File: src/rtl/sctl_pkg.sv
package sctl_pkg;
  localparam int MAIN_W = 20;
  localparam int ENH_W  = 8;

  typedef struct packed {
    logic shiftMain;
    logic shiftEnh;
    logic loadSec;
    logic bitVal;
  } sctl_strobes_t;
endpackage

File: src/rtl/sctl_sync.sv
module sctl_sync #(
  parameter int W = 1,
  parameter int STAGES = 2,
  parameter logic [W-1:0] RST_VAL = '0
) (
  input  logic         clk,
  input  logic         rst_n,
  input  logic [W-1:0] din,
  output logic [W-1:0] dout
);
  logic [W-1:0] stage [STAGES];

  generate
    for (genvar s = 0; s < STAGES; s++) begin : g_stage
      always_ff @(posedge clk or negedge rst_n) begin
        if (!rst_n) stage[s] <= RST_VAL;
        else if (s == 0) stage[s] <= din;
        else stage[s] <= stage[(s == 0) ? 0 : s-1];
      end
    end
  endgenerate

  assign dout = stage[STAGES-1];
endmodule

File: src/rtl/sctl_ctrl.sv
module sctl_ctrl
  import sctl_pkg::*;
#(
  parameter int SYNC_STAGES = 2
) (
  input  logic          clk,
  input  logic          rst_n,
  input  logic          serClk,
  input  logic          serData,
  input  logic          loadStrobe,
  input  logic          enhWrEn,
  input  logic          enhModeN,
  input  logic          freqSel,
  output sctl_strobes_t strobes,
  output logic          modeActive,
  output logic          selPrimary
);
  localparam int NPINS = 6;
  localparam logic [NPINS-1:0] PIN_RST = 6'b000010;

  logic [NPINS-1:0] rawPins;
  logic [NPINS-1:0] syncPins;
  logic clkS, dataS, loadS, enhWrS, modeNS, selS;
  logic clkPrev, loadPrev;

  assign rawPins = {serClk, serData, loadStrobe, enhWrEn, enhModeN, freqSel};
  assign {clkS, dataS, loadS, enhWrS, modeNS, selS} = syncPins;

  sctl_sync #(.W(NPINS), .STAGES(SYNC_STAGES), .RST_VAL(PIN_RST)) pinSync_i (
    .clk(clk), .rst_n(rst_n), .din(rawPins), .dout(syncPins)
  );

  always_ff @(posedge clk or negedge rst_n) begin
    if (!rst_n) begin
      clkPrev  <= 1'b0;
      loadPrev <= 1'b0;
    end else begin
      clkPrev  <= clkS;
      loadPrev <= loadS;
    end
  end

  logic clkRise;
  assign clkRise = clkS & ~clkPrev;

  always_comb begin
    strobes.shiftMain = clkRise & ~loadS & ~enhWrS;
    strobes.shiftEnh  = clkRise & enhWrS;
    strobes.loadSec   = loadS & ~loadPrev;
    strobes.bitVal    = dataS;
  end

  assign modeActive = ~modeNS;
  assign selPrimary = selS;
endmodule

File: src/rtl/sctl_datapath.sv
module sctl_datapath
  import sctl_pkg::*;
#(
  parameter int MW = MAIN_W,
  parameter int EW = ENH_W
) (
  input  logic          clk,
  input  logic          rst_n,
  input  sctl_strobes_t strobes,
  input  logic          modeActive,
  input  logic          selPrimary,
  output logic [MW-1:0] primReg,
  output logic [MW-1:0] secReg,
  output logic [EW-1:0] enhReg,
  output logic [MW-1:0] counterWord,
  output logic [EW-1:0] enhWord,
  output logic          dataOut
);
  always_ff @(posedge clk or negedge rst_n) begin
    if (!rst_n) begin
      primReg <= '0;
      secReg  <= '0;
      enhReg  <= '0;
    end else begin
      if (strobes.shiftMain) primReg <= {primReg[MW-2:0], strobes.bitVal};
      if (strobes.shiftEnh)  enhReg  <= {enhReg[EW-2:0], strobes.bitVal};
      if (strobes.loadSec)   secReg  <= primReg;
    end
  end

  assign counterWord = selPrimary ? primReg : secReg;
  assign enhWord     = modeActive ? enhReg : '0;
  assign dataOut     = modeActive & primReg[MW-1];
endmodule

File: src/rtl/serial_ctrl_reg.sv
module serial_ctrl_reg
  import sctl_pkg::*;
(
  input  logic              clk,
  input  logic              rst_n,
  input  logic              serClk,
  input  logic              serData,
  input  logic              loadStrobe,
  input  logic              enhWrEn,
  input  logic              enhModeN,
  input  logic              freqSel,
  output logic [MAIN_W-1:0] counterWord,
  output logic [ENH_W-1:0]  enhWord,
  output logic              dataOut
);
  sctl_strobes_t     strobes;
  logic              modeActive;
  logic              selPrimary;
  logic [MAIN_W-1:0] primReg;
  logic [MAIN_W-1:0] secReg;
  logic [ENH_W-1:0]  enhReg;

  sctl_ctrl #(.SYNC_STAGES(2)) ctrl_i (
    .clk(clk), .rst_n(rst_n), .serClk(serClk), .serData(serData),
    .loadStrobe(loadStrobe), .enhWrEn(enhWrEn), .enhModeN(enhModeN),
    .freqSel(freqSel), .strobes(strobes), .modeActive(modeActive),
    .selPrimary(selPrimary)
  );

  sctl_datapath #(.MW(MAIN_W), .EW(ENH_W)) dp_i (
    .clk(clk), .rst_n(rst_n), .strobes(strobes), .modeActive(modeActive),
    .selPrimary(selPrimary), .primReg(primReg), .secReg(secReg),
    .enhReg(enhReg), .counterWord(counterWord), .enhWord(enhWord),
    .dataOut(dataOut)
  );
endmodule

File: config.mk
export PLATFORM = sky130hd
export DESIGN_NAME = serial_ctrl_reg
export DESIGN_NICKNAME = d
export VERILOG_FILES = /design/src/rtl/sctl_pkg.sv /design/src/rtl/sctl_sync.sv /design/src/rtl/sctl_ctrl.sv /design/src/rtl/sctl_datapath.sv /design/src/rtl/serial_ctrl_reg.sv
export SDC_FILE = /design/constraint.sdc
export NUM_CORES = 1
export LEC_CHECK = 0
export BUFFER_PORTS_ARGS = -buffer_cell sky130_fd_sc_hd__buf_4
export CORE_ASPECT_RATIO = 0.75
export CORE_MARGIN = 1
export CORE_UTILIZATION = 55
export CTS_CLUSTER_DIAMETER = 150
export DETAILED_ROUTE_END_ITERATION = 6
export PLACE_DENSITY = 0.77
export SYNTH_ARGS = -nofsm -noshare
export SYNTH_HDL_FRONTEND = slang
export SYNTH_SLANG_ARGS = --single-unit
File: constraint.sdc
create_clock -name clk -period 2.3 [get_ports clk]
set_input_delay 0.115 -clock clk [delete_from_list [all_inputs] [get_ports clk]]
set_output_delay 0.115 -clock clk [all_outputs]
set_load 0.01 [all_outputs]
== Word-level counts from Yosys, hierarchy flattened ==
Index checks and enable logic that the tools add are counted.
Cells by class
  multiplexer cells: 2
  bitwise operators: 11
Operators with widths (number)
  2-to-1 mux 20 bit: 1
  2-to-1 mux 8 bit: 1
  AND 1 bit: 6
  inverter 1 bit: 5
Word-level totals
  register bits: 62
  input port bits: 8

== Longest topological paths before layout ==
Gate-level depths: netlist of the first run.
  depth in word-level cells: 4
  mapped depth: 3
  mapped depth without buffers: 2

== Modules after synthesis ==
Synthesis of the first run repeated with hierarchy kept, for this count alone.
Second synthesis, totals
  cell total of the unflattened synthesis: 156
  area total of the unflattened synthesis: 2758.9 µm²
By module, submodules not included
  sctl_datapath: instances 1, cells each 132, area an instance 2327.2 µm², seq. area each 1201.2 µm²
  sctl_sync: instances 1, cells each 18, area an instance 347.8 µm², seq. area each 302.8 µm²
  sctl_ctrl: instances 1, cells each 6, area an instance 83.8 µm², seq. area each 50.0 µm²

== Worst setup path after synthesis of the first run ==
No wires, ideal clock.
  kind: reg-to-reg
  start: register ctrl_i.clkPrev
  end: register dp_i.primReg[19]
  arrival: 1.198 ns
  required time: 2.175 ns
  setup slack: 0.977 ns
  cell stages (with the launch flop): 4
  period minus slack after synthesis: 1.323 ns
  path through: dfrtp_1 -> nor4b_4 -> buf_6 -> mux2_2
Between the ends
  longest elaborated chain between the ends: 4
RTL lines
  from (decl): RTL line sctl_ctrl.sv:24  | logic clkPrev, loadPrev;
  from (signal assigned): RTL line sctl_ctrl.sv:38  | clkPrev <= clkS;
  inverter 1 bit: RTL line sctl_ctrl.sv:44  | assign clkRise = clkS & ~clkPrev;
  AND 1 bit: RTL line sctl_ctrl.sv:44
  AND 1 bit (2 in a row): RTL line sctl_ctrl.sv:47  | strobes.shiftMain = clkRise & ~loadS & ~enhWrS;
  to (signal assigned): RTL line sctl_datapath.sv:25  | if (strobes.shiftMain) primReg <= {primReg[MW-2:0], strobes.bitVal};
  to (decl): RTL line sctl_datapath.sv:12  | output logic [MW-1:0] primReg,
Every way passes these cells.
A chain may end at the register's enable or synchronous reset.

== Final worst setup path of the first run ==
  start: register ctrl_i.pinSync_i.stage (netlist bit ctrl_i.pinSync_i.dout[0])
  end: output port counterWord[0]
Between the ends
  longest elaborated chain between the ends: 1
RTL lines
  from (decl): RTL line sctl_sync.sv:11  | logic [W-1:0] stage [STAGES];
  from (signal, indexed assignment): RTL line sctl_sync.sv:17  | else if (s == 0) stage[s] <= din;
  from (signal, indexed assignment): RTL line sctl_sync.sv:18  | else stage[s] <= stage[(s == 0) ? 0 : s-1];
  2-to-1 mux 20 bit: RTL line sctl_datapath.sv:31  | assign counterWord = selPrimary ? primReg : secReg;
  to (decl): RTL line serial_ctrl_reg.sv:12  | output logic [MAIN_W-1:0] counterWord,
Every way passes these cells.

==> flow_metrics.py, run 1 <==
metrics = {
    "run_status": {
        "outcome": "complete, no violations",
    },
    "grt": {
        "grt_usage_pct": 21.6,
        "grt_pass1_wl_mm": 7.26,
        "overflow": 0,
        "grt_max_degree": 63,
        "grt_pass1_vias": 1459,
        "antenna_found_initial": 0,
    },
    "worst_setup_path": {
        "crit_arrival_ps": 1470,
        "cp-end-kind": "primary output",
        "worstPathRequired_ps": 2180,
        "crit_type": "reg -> out",
        "path_max_fanout": 20,
        "reg2reg_from": "ctrl_i.clkPrev$_DFF_PN0_",
        "startpoint_type": "register",
        "critPathLaunch": "ctrl_i.pinSync_i.dout[0]$_DFF_PN0_",
    },
    "placed_design": {
        "dp_hpwl_mm": 2.63,
        "io_buffers": 36,
        "place_congestion": 0.747,
        "pre_cts_ws_ps": 825,
    },
    "pwr": {
        "power.density_nw_per_um2": 836,
        "power.leakage_uw": 0.00150,
        "total_power_uw": 2520,
        "ir_drop_v": 0.000539,
    },
    "sta": {
        "fmax_mhz": 631,
        "rsz0062_at_grt": "false",
        "slew_headroom_pct": 49.4,
        "fin_crit_ps": 1580,
        "hold_violations": 0,
        "fin_crit_sh_pct": 68.9,
        "fin_skew_ps": 5.44,
        "setup_viol": 0,
        "fin_ws_ps": 716,
        "whs_ps": 344,
        "worst_slew_pin_slew_ps": 759,
        "slew_viol_final": 0,
        "tns_ps": 0,
    },
    "die": {
        "dieHeight_um": 60.0,
        "die_width_um": 79.3,
        "initial_utilization_pct": 59.0,
        "rows": 20,
        "ios": 37,
        "core_area_um2": 4180,
        "die-area_um2": 4760,
    },
    "hold_path": {
        "holdCritStartpoint": "ctrl_i.pinSync_i.stage[10]$_DFF_PN0_",
        "worstHoldPathType": "reg -> reg",
    },
    "cts": {
        "htree_levels": 3,
        "cts.sinks": 62,
        "clkSlewWorstSetupHoldPaths_ps": 70,
        "clockRootBuffer": "clkbuf_8",
        "clock_path_buffers": 2,
        "clk_latency_ps": 330,
        "tritoncts": "done",
        "postCtsSetupBuffers": 0,
        "cts_buffers": 9,
    },
    "final_layout": {
        "n_fill_cell": 288,
        "multiInputGateArea_um2": 866,
        "post-route-util_pct": 72.2,
        "mostFrequentLayoutCells": "67 x mux2_2, 60 x dfrtp_1, 39 x buf_4",
        "antenna_cells": 0,
        "fin_nets": 207,
        "regArea_um2": 1550,
        "final_common_cell": "mux2_2",
        "drive_above_1_share_pct": 61.8,
        "syn_to_final_growth_pct": 22.5,
    },
    "route": {
        "first_pass_iters": 2,
        "routed_wl_mm": 4.19,
        "ant_nets": 0,
        "avgRoutedWirePerCell_um": 16.2,
        "drt_first_iter_violations": 39,
        "drcViolationCount": 0,
        "num_vias": 1351,
        "via_per_inst": 5.22,
    },
    "synthesis": {
        "synthesis.area_um2": 2460,
        "ys_warn_count": 0,
        "synth.distinct_cells": 10,
        "synthesis.nets": 156,
        "synth_seq_cells": 62,
        "avgSynthCellArea_um2": 16.7,
        "ys_seq_area_share_pct": 63.0,
        "synthCells": 148,
    },
    "run": {
        "maxCapViolations": 0,
    },
}
worst paths after layout:
path,to,slack [ps],cells after the start
setup / recovery,counterWord[0],720,3
hold / removal,ctrl_i.pinSync_i.dout[4]$_DFF_PN0_,340,0
setup reg to reg,dp_i.primReg[16]$_DFFE_PN0P_,840,3
max in group asynchronous,ctrl_i.pinSync_i.stage[6]$_DFF_PN0_,1410,2
hold reg to reg,ctrl_i.pinSync_i.dout[4]$_DFF_PN0_,340,0
min in group asynchronous,ctrl_i.pinSync_i.stage[11]$_DFF_PN0_,390,2
per-layer routing:
layer | routed length [um] | vias to the layer above | track usage, %
li1 | - | 625 | -
met5 | 0 | - | 0
met2 | 2130 | 23 | 35.6
met4 | 70 | 0 | 10.1
met3 | 148 | 7 | 7.79
met1 | 1840 | 696 | 25.8
repair_timing:
item / CTS / global route
hold buffers: 7 / 0
endpoints found under the hold margin: 66 / 0
gates resized for setup: 0 / 0
synthesized netlist by cell type:
| cell type | count | area share, % |
|---|---|---|
| buf_6 | 2 | 0.91 |
| dfrtp_1 | 60 | 61 |
| nor2b_1 | 10 | 2.5 |
| buf_2 | 2 | 0.41 |
| dfstp_2 | 2 | 2.1 |
| nor4b_4 | 1 | 0.96 |
| mux2_2 | 67 | 31 |
| mux2_1 | 1 | 0.46 |
| buf_4 | 2 | 0.61 |
| nand3b_2 | 1 | 0.46 |
cell type report:
| type | instances | area share (%) |
|---|---|---|
| clock buffer | 10 | 4.23 |
| clock inverter | 6 | 1.33 |
| sequential | 62 | 51.5 |
| tap | 55 | 2.28 |
| timing repair buffer | 46 | 12.0 |
| multi-input combinational | 80 | 28.7 |
registers in the layout, summed over array words and instances, names as in the netlist:
| signal | cells |
|---|---|
| dp_i.primReg | 20 |
| dp_i.secReg | 20 |
| dp_i.enhReg | 8 |
| ctrl_i.pinSync_i.dout | 6 |
| ctrl_i.pinSync_i.stage | 6 |
| ctrl_i.clkPrev | 1 |
| ctrl_i.loadPrev | 1 |
where the power goes:
| part | switching, uW | leakage [uW] | internal [uW] |
|---|---|---|---|
| clock | 414 | 0.0000743 | 386 |
| combinational | 151 | 0.000619 | 247 |
| sequential | 98.1 | 0.000808 | 1230 |
critical path, cell delays in order, from the launching register on:
cell     delay, ps
dfrtp_1        320
buf_4          290
mux2_2         390
buf_4          140
logic make-up after synthesis:
| family | count (synthesis) | synth area share (%) |
|---|---|---|
| multiplexers | 68 | 31.1 |
| buffers and inverters | 6 | 1.93 |
| flip-flops | 62 | 63.0 |
| AND/OR/NAND/NOR | 12 | 3.96 |
metrics by stage:
step	instances	area, um^2
floorplan	148	2460
global route	259	3020
global placement	236	2780
CTS	259	3020
detailed placement	236	2780
finish	259	3020
Power figures use the tool's default switching activity.
==> run 2, diff against run 1 <==
clock period = 1.5 ns   (was 2.3 ns; I/O delays follow)
==> flow_metrics.py, run 2 (synthesized netlist as in run 1, its figures left out) <==
metrics = {
    "run_status": {
        "outcome": "complete, no violations",
    },
    "sta": {
        "slew_viol_final": 0,
        "fmax_mhz": 690,
        "fin_crit_ps": 1450,
        "setup_viol": 0,
        "rsz0062_at_grt": "true",
        "worst_slew_pin_slew_ps": 756,
        "hold_violations": 0,
        "fin_crit_sh_pct": 96.6,
        "fin_ws_ps": 50.4,
        "slew_headroom_pct": 49.6,
        "fin_skew_ps": 5.43,
    },
    "route": {
        "avgRoutedWirePerCell_um": 15.5,
        "drcViolationCount": 0,
        "via_per_inst": 5.22,
        "num_vias": 1346,
        "drt_first_iter_violations": 41,
        "first_pass_iters": 3,
        "routed_wl_mm": 4.01,
        "ant_nets": 0,
    },
    "final_layout": {
        "post-route-util_pct": 73.6,
        "antenna_cells": 0,
        "drive_above_1_share_pct": 61.1,
        "syn_to_final_growth_pct": 24.8,
        "largest_registers": "dp_i.primReg x20, dp_i.secReg x20, dp_i.enhReg x8",
        "fin_nets": 207,
        "final_common_cell": "mux2_2",
        "mostFrequentLayoutCells": "67 x mux2_2, 60 x dfrtp_1, 36 x buf_4",
    },
    "hold_path": {
        "worstHoldPathType": "in -> async",
    },
    "cts": {
        "htree_levels": 3,
        "cts.sinks": 62,
        "clock_path_buffers": 2,
        "clkSlewWorstSetupHoldPaths_ps": 60,
        "tritoncts": "done",
        "clk_latency_ps": 330,
        "clockRootBuffer": "clkbuf_8",
        "postCtsSetupBuffers": 0,
        "cts_buffers": 9,
    },
    "placed_design": {
        "pre_cts_ws_ps": 105,
        "io_buffers": 36,
        "place_congestion": 0.747,
        "dp_hpwl_mm": 2.55,
    },
    "worst_setup_path": {
        "slowest_delay_ps": 370,
        "path_max_fanout": 20,
        "critPathTopFamily": "flip-flops",
        "startpoint_type": "register",
        "cp-end-kind": "primary output",
        "critPathBufInv": 2,
        "worstPathRequired_ps": 1420,
        "cpMaxStageDelayCell": "dfrtp_1",
        "crit_arrival_ps": 1370,
        "crit_type": "reg -> out",
        "cp_cell_sequence": "buf_12 -> mux2_2 -> buf_4",
    },
    "pwr": {
        "power.density_nw_per_um2": 1300,
        "ir_drop_v": 0.000952,
        "power.leakage_uw": 0.00153,
    },
    "die": {
        "rows": 20,
        "die_width_um": 79.3,
        "initial_utilization_pct": 59.0,
        "die-area_um2": 4760,
        "core_area_um2": 4180,
        "dieHeight_um": 60.0,
        "ios": 37,
    },
    "grt": {
        "overflow": 0,
        "grt_usage_pct": 20.3,
        "grt_pass1_vias": 1429,
        "antenna_found_initial": 0,
        "grt_max_degree": 63,
        "grt_pass1_wl_mm": 6.76,
    },
    "run": {
        "maxCapViolations": 0,
    },
}
[run 2: cell types whose count changed in the layout (fill, tap and decap cells not counted)]
cell	delta
clkbuf_8	+4
clkinvlp_4	-4
clkbuf_1	+1
buf_4	-3
clkinv_2	-2
buf_12	+3
[run 2: worst register-to-register path, delay by kind of cell, from the launching register on]
family                 cells  cell delay, ps
buffers and inverters      1             210
multiplexers               1             360
flip-flops                 1             400
AND/OR/NAND/NOR            1             330
[run 2: layout make-up]
type,instances,area [um^2]
fillers,247,1100
repair buffers,46,400
flip-flops and latches,62,1550
multi-input cells,80,866
well taps,55,68.8
clock buffers,15,186
[run 2: worst paths after layout]
path                                                           start                                  to  slack, ps  cells past startpoint
worst max-delay path              ctrl_i.pinSync_i.dout[0]$_DFF_PN0_                     counterWord[17]         50                      3
worst min-delay path                                           rst_n          dp_i.enhReg[7]$_DFFE_PN0P_        350                      2
worst max register to register              ctrl_i.clkPrev$_DFF_PN0_        dp_i.primReg[10]$_DFFE_PN0P_         90                      3
worst min register to register  ctrl_i.pinSync_i.stage[11]$_DFF_PN0_  ctrl_i.pinSync_i.dout[5]$_DFF_PN0_        350                      0
max in group asynchronous                                      rst_n          dp_i.secReg[5]$_DFFE_PN0P_        640                      2
min in group clk                ctrl_i.pinSync_i.stage[11]$_DFF_PN0_  ctrl_i.pinSync_i.dout[5]$_DFF_PN0_        350                      0
[run 2: stage by stage]
stage | cells | setup TNS, ps | hold slack (ps) | total power (uW) | cell area, um^2
after floorplan | 148 | 0 | -221 | 2370 | 2460
after global placement | 236 | 0 | 175 | 2620 | 2820
after detailed placement | 236 | 0 | 186 | 2670 | 2820
after CTS | 258 | 0 | 352 | 4030 | 3080
after global routing | 258 | -42.8 | 362 | 4180 | 3080
final | 258 | 0 | 348 | 3990 | 3080
[run 2: layer usage]
layer | vias to the layer above | track usage (%) | wire (um)
li1 | 618 | - | -
met1 | 692 | 23.8 | 1770
met2 | 26 | 32.4 | 1980
met3 | 10 | 7.48 | 161
met4 | 0 | 12.2 | 94
met5 | - | 0 | 0
[run 2: power by group]
| group | switching (uW) | total (uW) | leakage [uW] | internal, uW |
|---|---|---|---|---|
| sequential | 146 | 2030 | 0.000808 | 1880 |
| combinational | 229 | 616 | 0.000630 | 387 |
| clock | 567 | 1340 | 0.0000958 | 773 |
| total | 943 | 3990 | 0.00153 | 3040 |
[run 2: repair_timing]
item	in CTS	in global routing
hold buffers	7	0
gates resized for setup	0	0
endpoints found under the hold margin	66	0
setup endpoints to repair	0	11
